--- config.mk ---
export PLATFORM = sky130hd
export DESIGN_NAME = tile_addr_walker
export DESIGN_NICKNAME = d
export VERILOG_FILES = /design/src/rtl/tile_walk_pkg.sv /design/src/rtl/tw_addr.sv /design/src/rtl/tw_seq.sv /design/src/rtl/tile_addr_walker.sv
export SDC_FILE = /design/constraint.sdc
export NUM_CORES = 2
export LEC_CHECK = 0
export ABC_AREA = 1
export BUFFER_PORTS_ARGS = -buffer_cell sky130_fd_sc_hd__buf_2
export CAP_MARGIN = 20
export CORE_ASPECT_RATIO = 0.75
export CORE_UTILIZATION = 50
export DETAILED_ROUTE_END_ITERATION = 12
export GPL_ROUTABILITY_DRIVEN = 0
export PLACE_DENSITY = 0.67
export SETUP_SLACK_MARGIN = 0.5
export SLEW_MARGIN = 30
export SYNTH_ARGS = -nofsm -noshare
export SYNTH_HDL_FRONTEND = slang
export SYNTH_SLANG_ARGS = --single-unit
--- constraint.sdc ---
create_clock -name clk -period 14 [get_ports clk]
set_input_delay 1.4 -clock clk [delete_from_list [all_inputs] [get_ports clk]]
set_output_delay 1.4 -clock clk [all_outputs]
set_load 0.005 [all_outputs]
--- src/rtl/tile_walk_pkg.sv ---
package tile_walk_pkg;

    localparam int ADDR_W    = 32;
    localparam int TILE_LG2  = 12;

    typedef enum logic [1:0] {
        TM_LINEAR = 2'd0,
        TM_WIDE   = 2'd1,
        TM_TALL   = 2'd2,
        TM_SQUARE = 2'd3
    } tile_mode_t;

    typedef struct packed {
        tile_mode_t         mode;
        logic               swz;
        logic [ADDR_W-1:0]  pitch;
    } surf_cfg_t;

    // Wide tile: 512 B x 8 rows, row-major bytes.
    function automatic logic [ADDR_W-1:0] wide_addr(input logic [ADDR_W-1:0] x,
                                                    input logic [ADDR_W-1:0] y,
                                                    input logic [ADDR_W-1:0] tpr);
        logic [ADDR_W-1:0] t;
        t = (y >> 3) * tpr + (x >> 9);
        return {t[ADDR_W-TILE_LG2-1:0], y[2:0], x[8:0]};
    endfunction

    // Tall tile: 128 B x 32 rows, 16-byte units column-major.
    function automatic logic [ADDR_W-1:0] tall_addr(input logic [ADDR_W-1:0] x,
                                                    input logic [ADDR_W-1:0] y,
                                                    input logic [ADDR_W-1:0] tpr);
        logic [ADDR_W-1:0] t;
        t = (y >> 5) * tpr + (x >> 7);
        return {t[ADDR_W-TILE_LG2-1:0], x[6:4], y[4:0], x[3:0]};
    endfunction

    // Square tile: 64 x 64, 8x8 blocks column-major, nested sub-blocks row-major.
    function automatic logic [ADDR_W-1:0] square_addr(input logic [ADDR_W-1:0] x,
                                                      input logic [ADDR_W-1:0] y,
                                                      input logic [ADDR_W-1:0] tpr);
        logic [ADDR_W-1:0] t;
        t = (y >> 6) * tpr + (x >> 6);
        return {t[ADDR_W-TILE_LG2-1:0], x[5:3], y[5:3],
                y[2], x[2], y[1], x[1], y[0], x[0]};
    endfunction

    // Bit-6 swizzle; the wide layout also folds in bit 10.
    function automatic logic [ADDR_W-1:0] swizzle6(input logic [ADDR_W-1:0] a,
                                                   input logic three_way);
        logic nb;
        nb = a[6] ^ a[9] ^ (three_way & a[10]);
        return {a[ADDR_W-1:7], nb, a[5:0]};
    endfunction

endpackage

--- src/rtl/tw_addr.sv ---
module tw_addr
    import tile_walk_pkg::*;
#(
    parameter bit HAS_SWIZZLE = 1'b1
) (
    input  surf_cfg_t          cfg,
    input  logic [ADDR_W-1:0]  cur_x,
    input  logic [ADDR_W-1:0]  cur_y,
    output logic [ADDR_W-1:0]  addr
);
    logic [ADDR_W-1:0] raw;

    always_comb begin
        unique case (cfg.mode)
            TM_WIDE:   raw = wide_addr(cur_x, cur_y, cfg.pitch >> 9);
            TM_TALL:   raw = tall_addr(cur_x, cur_y, cfg.pitch >> 7);
            TM_SQUARE: raw = square_addr(cur_x, cur_y, cfg.pitch >> 6);
            default:   raw = cur_y * cfg.pitch + cur_x;
        endcase
    end

    generate
        if (HAS_SWIZZLE) begin : g_swz
            always_comb begin
                if (cfg.swz && cfg.mode != TM_LINEAR)
                    addr = swizzle6(raw, cfg.mode == TM_WIDE);
                else
                    addr = raw;
            end
        end else begin : g_noswz
            logic unused_swz;
            assign unused_swz = cfg.swz;
            assign addr = raw;
        end
    endgenerate

endmodule

--- src/rtl/tw_seq.sv ---
module tw_seq
    import tile_walk_pkg::*;
#(
    parameter int COORD_W = 16,
    parameter int DIM_W   = 12,
    parameter int BPP_W   = 4
) (
    input  logic               clk,
    input  logic               rst,
    input  logic               start,
    input  logic [COORD_W-1:0] org_x,
    input  logic [COORD_W-1:0] org_y,
    input  logic [DIM_W-1:0]   width,
    input  logic [DIM_W-1:0]   height,
    input  logic [BPP_W-1:0]   bpp,
    input  logic               ready,
    output logic               valid,
    output logic               done,
    output logic               load,
    output logic [ADDR_W-1:0]  cur_x,
    output logic [ADDR_W-1:0]  cur_y
);
    localparam int XPAD = ADDR_W - COORD_W;
    localparam int BPAD = ADDR_W - BPP_W;

    logic               busy;
    logic               zdone;
    logic [DIM_W-1:0]   col, row, w_q, h_q;
    logic [BPP_W-1:0]   bpp_q;
    logic [ADDR_W-1:0]  ox_q;
    logic               zero_sz, accept, fire, row_end, last;

    assign zero_sz = (width == '0) || (height == '0);
    assign accept  = start && !busy;
    assign load    = accept;
    assign fire    = busy && ready;
    assign row_end = (col == w_q - 1'b1);
    assign last    = row_end && (row == h_q - 1'b1);

    always_ff @(posedge clk) begin
        if (rst) begin
            busy  <= 1'b0;
            zdone <= 1'b0;
            col   <= '0;
            row   <= '0;
            w_q   <= '0;
            h_q   <= '0;
            bpp_q <= '0;
            ox_q  <= '0;
            cur_x <= '0;
            cur_y <= '0;
        end else begin
            zdone <= accept && zero_sz;
            if (accept && !zero_sz) begin
                busy  <= 1'b1;
                col   <= '0;
                row   <= '0;
                w_q   <= width;
                h_q   <= height;
                bpp_q <= bpp;
                ox_q  <= {{XPAD{1'b0}}, org_x};
                cur_x <= {{XPAD{1'b0}}, org_x};
                cur_y <= {{XPAD{1'b0}}, org_y};
            end else if (fire) begin
                if (last) begin
                    busy <= 1'b0;
                end else if (row_end) begin
                    col   <= '0;
                    row   <= row + 1'b1;
                    cur_x <= ox_q;
                    cur_y <= cur_y + 1'b1;
                end else begin
                    col   <= col + 1'b1;
                    cur_x <= cur_x + {{BPAD{1'b0}}, bpp_q};
                end
            end
        end
    end

    assign valid = busy;
    assign done  = (fire && last) || zdone;

    p_in_bounds_r7: assert property (@(posedge clk) disable iff (rst)
        busy |-> (col < w_q) && (row < h_q));

    p_done_pulse_r9: assert property (@(posedge clk) disable iff (rst)
        done |=> !done);

    p_idle_after_done_r9: assert property (@(posedge clk) disable iff (rst)
        done |=> !valid);

    p_zero_region_r10: assert property (@(posedge clk) disable iff (rst)
        (start && !busy && zero_sz) |=> (done && !valid));

    p_busy_start_ignored_r11: assert property (@(posedge clk) disable iff (rst)
        (busy && start && !ready) |=> (busy && $stable(cur_x) && $stable(cur_y)));

    p_first_valid_r12: assert property (@(posedge clk) disable iff (rst)
        (start && !busy && !zero_sz) |=> valid);

endmodule

--- src/rtl/tile_addr_walker.sv ---
module tile_addr_walker
    import tile_walk_pkg::*;
#(
    parameter int COORD_W = 16,
    parameter int DIM_W   = 12,
    parameter int BPP_W   = 4,
    parameter int PITCH_W = 16,
    parameter bit HAS_SWIZZLE = 1'b1
) (
    input  logic               clk,
    input  logic               rst,
    input  logic               start,
    input  logic [COORD_W-1:0] org_x,
    input  logic [COORD_W-1:0] org_y,
    input  logic [DIM_W-1:0]   width,
    input  logic [DIM_W-1:0]   height,
    input  logic [BPP_W-1:0]   bpp,
    input  logic [PITCH_W-1:0] pitch,
    input  logic [1:0]         tmode,
    input  logic               swz_en,
    output logic               out_valid,
    input  logic               out_ready,
    output logic [ADDR_W-1:0]  out_addr,
    output logic               done
);
    localparam int PPAD = ADDR_W - PITCH_W;

    surf_cfg_t          cfg_q;
    logic               load;
    logic [ADDR_W-1:0]  cur_x, cur_y;

    always_ff @(posedge clk) begin
        if (rst) begin
            cfg_q <= '0;
        end else if (load) begin
            cfg_q.mode  <= tile_mode_t'(tmode);
            cfg_q.swz   <= swz_en;
            cfg_q.pitch <= {{PPAD{1'b0}}, pitch};
        end
    end

    tw_seq #(
        .COORD_W (COORD_W),
        .DIM_W   (DIM_W),
        .BPP_W   (BPP_W)
    ) i_seq (
        .clk    (clk),
        .rst    (rst),
        .start  (start),
        .org_x  (org_x),
        .org_y  (org_y),
        .width  (width),
        .height (height),
        .bpp    (bpp),
        .ready  (out_ready),
        .valid  (out_valid),
        .done   (done),
        .load   (load),
        .cur_x  (cur_x),
        .cur_y  (cur_y)
    );

    tw_addr #(
        .HAS_SWIZZLE (HAS_SWIZZLE)
    ) i_addr (
        .cfg   (cfg_q),
        .cur_x (cur_x),
        .cur_y (cur_y),
        .addr  (out_addr)
    );

    p_stall_hold_r8: assert property (@(posedge clk) disable iff (rst)
        (out_valid && !out_ready) |=> (out_valid && $stable(out_addr)));

    p_cfg_frozen_r12: assert property (@(posedge clk) disable iff (rst)
        (out_valid && !load) |=> $stable(cfg_q));

endmodule

==> out/metrics.cfg <==
[status]
status=finished, final reports clean

[synth]
yosys.area.top_type_share=0.3104
yosysUniqueCellTypes=56
synth_edf_count=0
syn_nets=5079
synth_cells=4346
synth-adder-area-share=0.3841
synth_mux_area_frac=0.0003295
synth_area_mm2=0.03038
synthSimpleGateAreaFrac=0.2356
async_flop_share=0
synth.avg_cell_area_um2=6.991
yosys_register_bits=153
synth-xor-area-share=0.04122
synth_top_family_by_area=adder cells
ys_top_cells_by_area=fa_1 (31%), inv_1 (13%), nand2_1 (13%)
synth_compound_area_frac=0.07948
yosys.area.top_type=fa_1
yosys_warnings=0
synth_flop_cell=dfxtp_1
seq_area_frac_synth=0.1008

[clock_tree]
tritoncts=yes
cts_resized=0
clock_sinks=153
cts.path.max_buffers=2
clockRootBuffer=clkbuf_16
numCtsBuffers=17
clkLatencyLatePin_ps=450
clk_pin_slew_ps=70
cts_setup_buffers=0
cts_hold_buffers=0
h-tree-depth=4

[routing]
drt_pre_antenna_iters=9
via_per_inst=5.421
vias=27980
final_antenna_net_count=0
drc=0
routedWlPerCell_um=19.44
wl_um=100300
drt_iter0_drc=3370

[die]
initial_core_util=0.5111
rows=77
die_area_mm2=0.06176
core_mm2=0.05944
die_w_um=286.6
die_h_um=215.5
io_pins=117

[placed_design]
dp_hpwl_um=81100
io_buffers=116

[critical_path]
cp-end-kind=output port
worst-path-max-fanout=19
arrival_ps=7690
crit_buf_inv=6
startpoint_type=register
path_common_cell=nand2_1
max_stage_delay_ps=980
cp_top_family=adder cells
worstSetupPathType=register to output port
critPathSlowestCell=dfxtp_1
cp.required_ps=12600

[finish]
fill_cells=5879
synthToLayoutAreaGrowth_pct=5.963
final_cell_mix=inv_1 (1074), nand2_1 (1048), fa_1 (471)
layout_commonest_cell=inv_1
nets=5093
drive_gt1_frac=0.05536

[grt]
grt_pass1_vias=27380
grt_use_met1=0.4765
antenna_found_initial=3
grt-ovfl-total=0
grt.met2_usage=0.4875
grtUsageMet3=0.08562
grt_pass1_wl_um=157100
grt_max_degree=80
top_usage_layer=met2
track_usage=0.3330

[sta]
fin_crit_ps=9088
fin_hold_ws_ps=462.9
worstMarginPinSlew_ps=1033
max_freq_ghz=0.1100
slew_viol_final=0
hold_viol_final=0
fin_crit_sh=0.6492
max_slew_margin=0.3102
setup_viol=0
tns_ps=0
rsz0062_at_grt=false
clock_skew_ps=12.64

[job]
cap_violations=0

[pwr]
ir_drop_uv=91.13
power_leakage_nw=17.36
p_per_area_mw_per_mm2=59.53

[min_path]
min_path_type=register to register

==> per-stage QoR <==
stage / util / instance area, µm² / setup slack, ps / total power, mW / instances
after global routing: 0.5415 / 32190 / 4674 / 2.041 / 5161
final: 0.5416 / 32190 / 4912 / 1.917 / 5162
after detailed placement: 0.5312 / 31570 / 5726 / 1.397 / 5131
after floorplan: - / 30380 / 7058 / 1.101 / 4346
after global placement: 0.5312 / 31570 / 5757 / 1.386 / 5131
after CTS: 0.5415 / 32190 / 5223 / 1.900 / 5161
==> metal layers <==
metal,up-vias,wire length [µm]
met5,-,125
met4,6,3613
met3,217,12470
met2,1520,41610
met1,13200,42510
li1,13040,-
==> state kept, by name, summed over array words and instances, names as in the netlist <==
name and cells:
i_seq.cur_y 32, i_seq.zdone 1, i_seq.cur_x 32, cfg_q 19
i_seq.bpp_q 4, i_seq.ox_q 16, i_seq.valid 1, i_seq.h_q 12
i_seq.row 12, i_seq.col 12, i_seq.w_q 12
==> cell type report <==
| type | count | area [µm²] | share of cell area |
|---|---|---|---|
| timing repair buffer | 163 | 933.4 | 0.02899 |
| tap | 790 | 988.4 | 0.03070 |
| clock inverter | 11 | 172.7 | 0.005363 |
| clock buffer | 19 | 442.9 | 0.01376 |
| antenna | 1 | 2.502 | 0.00007773 |
| inverter | 1082 | 4066 | 0.1263 |
| sequential | 153 | 3064 | 0.09518 |
| multi-input combinational | 2943 | 22520 | 0.6996 |
==> synth_stat cells, types with 4 or more instances <==
cell and n:
nand3_2 4, a21o_1 17, o21ai_0 149, a31oi_1 8, xnor2_1 37, dfxtp_1 153
nand3_1 183, xor2_1 106, nand3b_1 7, fa_1 471, nor2_2 9, nand4_1 69
nor4_1 21, a21oi_1 202, buf_6 8, nand2_4 5, o22ai_1 19, o31ai_1 5
o21bai_1 9, buf_1 22, o21ai_1 5, or2_2 13, nor2_1 288, ha_1 179
nand2_1 1049, buf_4 7, clkbuf_1 115, nor3_1 46, buf_2 15, inv_1 1075
o2111ai_1 9
==> final timing paths <==
kind / from / to / slack (ps) / cells past startpoint
setup / recovery: i_seq.cur_y[13] / out_addr[26] / 4910 / 25
hold / removal: i_seq.ox_q[3] / i_seq.ox_q[3] / 460 / 2
setup reg to reg: i_seq.valid / i_seq.col[0] / 10550 / 11
hold reg to reg: i_seq.ox_q[3] / i_seq.ox_q[3] / 460 / 2
==> worst reg2reg max path: cells and delay by family (launching register included) <==
| kind | cells | cell delay [ps] |
|---|---|---|
| AO/OA/AOI/OAI | 2 | 420 |
| buffers and inverters | 6 | 1890 |
| flip-flops | 1 | 370 |
| AND/OR/NAND/NOR | 3 | 700 |
==> power breakdown <==
| part | total, mW | internal [mW] | switching [mW] |
|---|---|---|---|
| combinational | 0.915 | 0.311 | 0.605 |
| clock | 0.506 | 0.301 | 0.204 |
| sequential | 0.496 | 0.459 | 0.0367 |
| total | 1.92 | 1.07 | 0.846 |
==> cells by family after synthesis <==
| group | count (synthesis) |
|---|---|
| flip-flops | 153 |
| buffers and inverters | 1250 |
| AO/OA/AOI/OAI | 440 |
| adder cells (fa/ha/maj) | 650 |
| multiplexers | 1 |
| XOR/XNOR | 143 |
| AND/OR/NAND/NOR | 1709 |
Note: power is estimated with default switching activity, not from simulation.
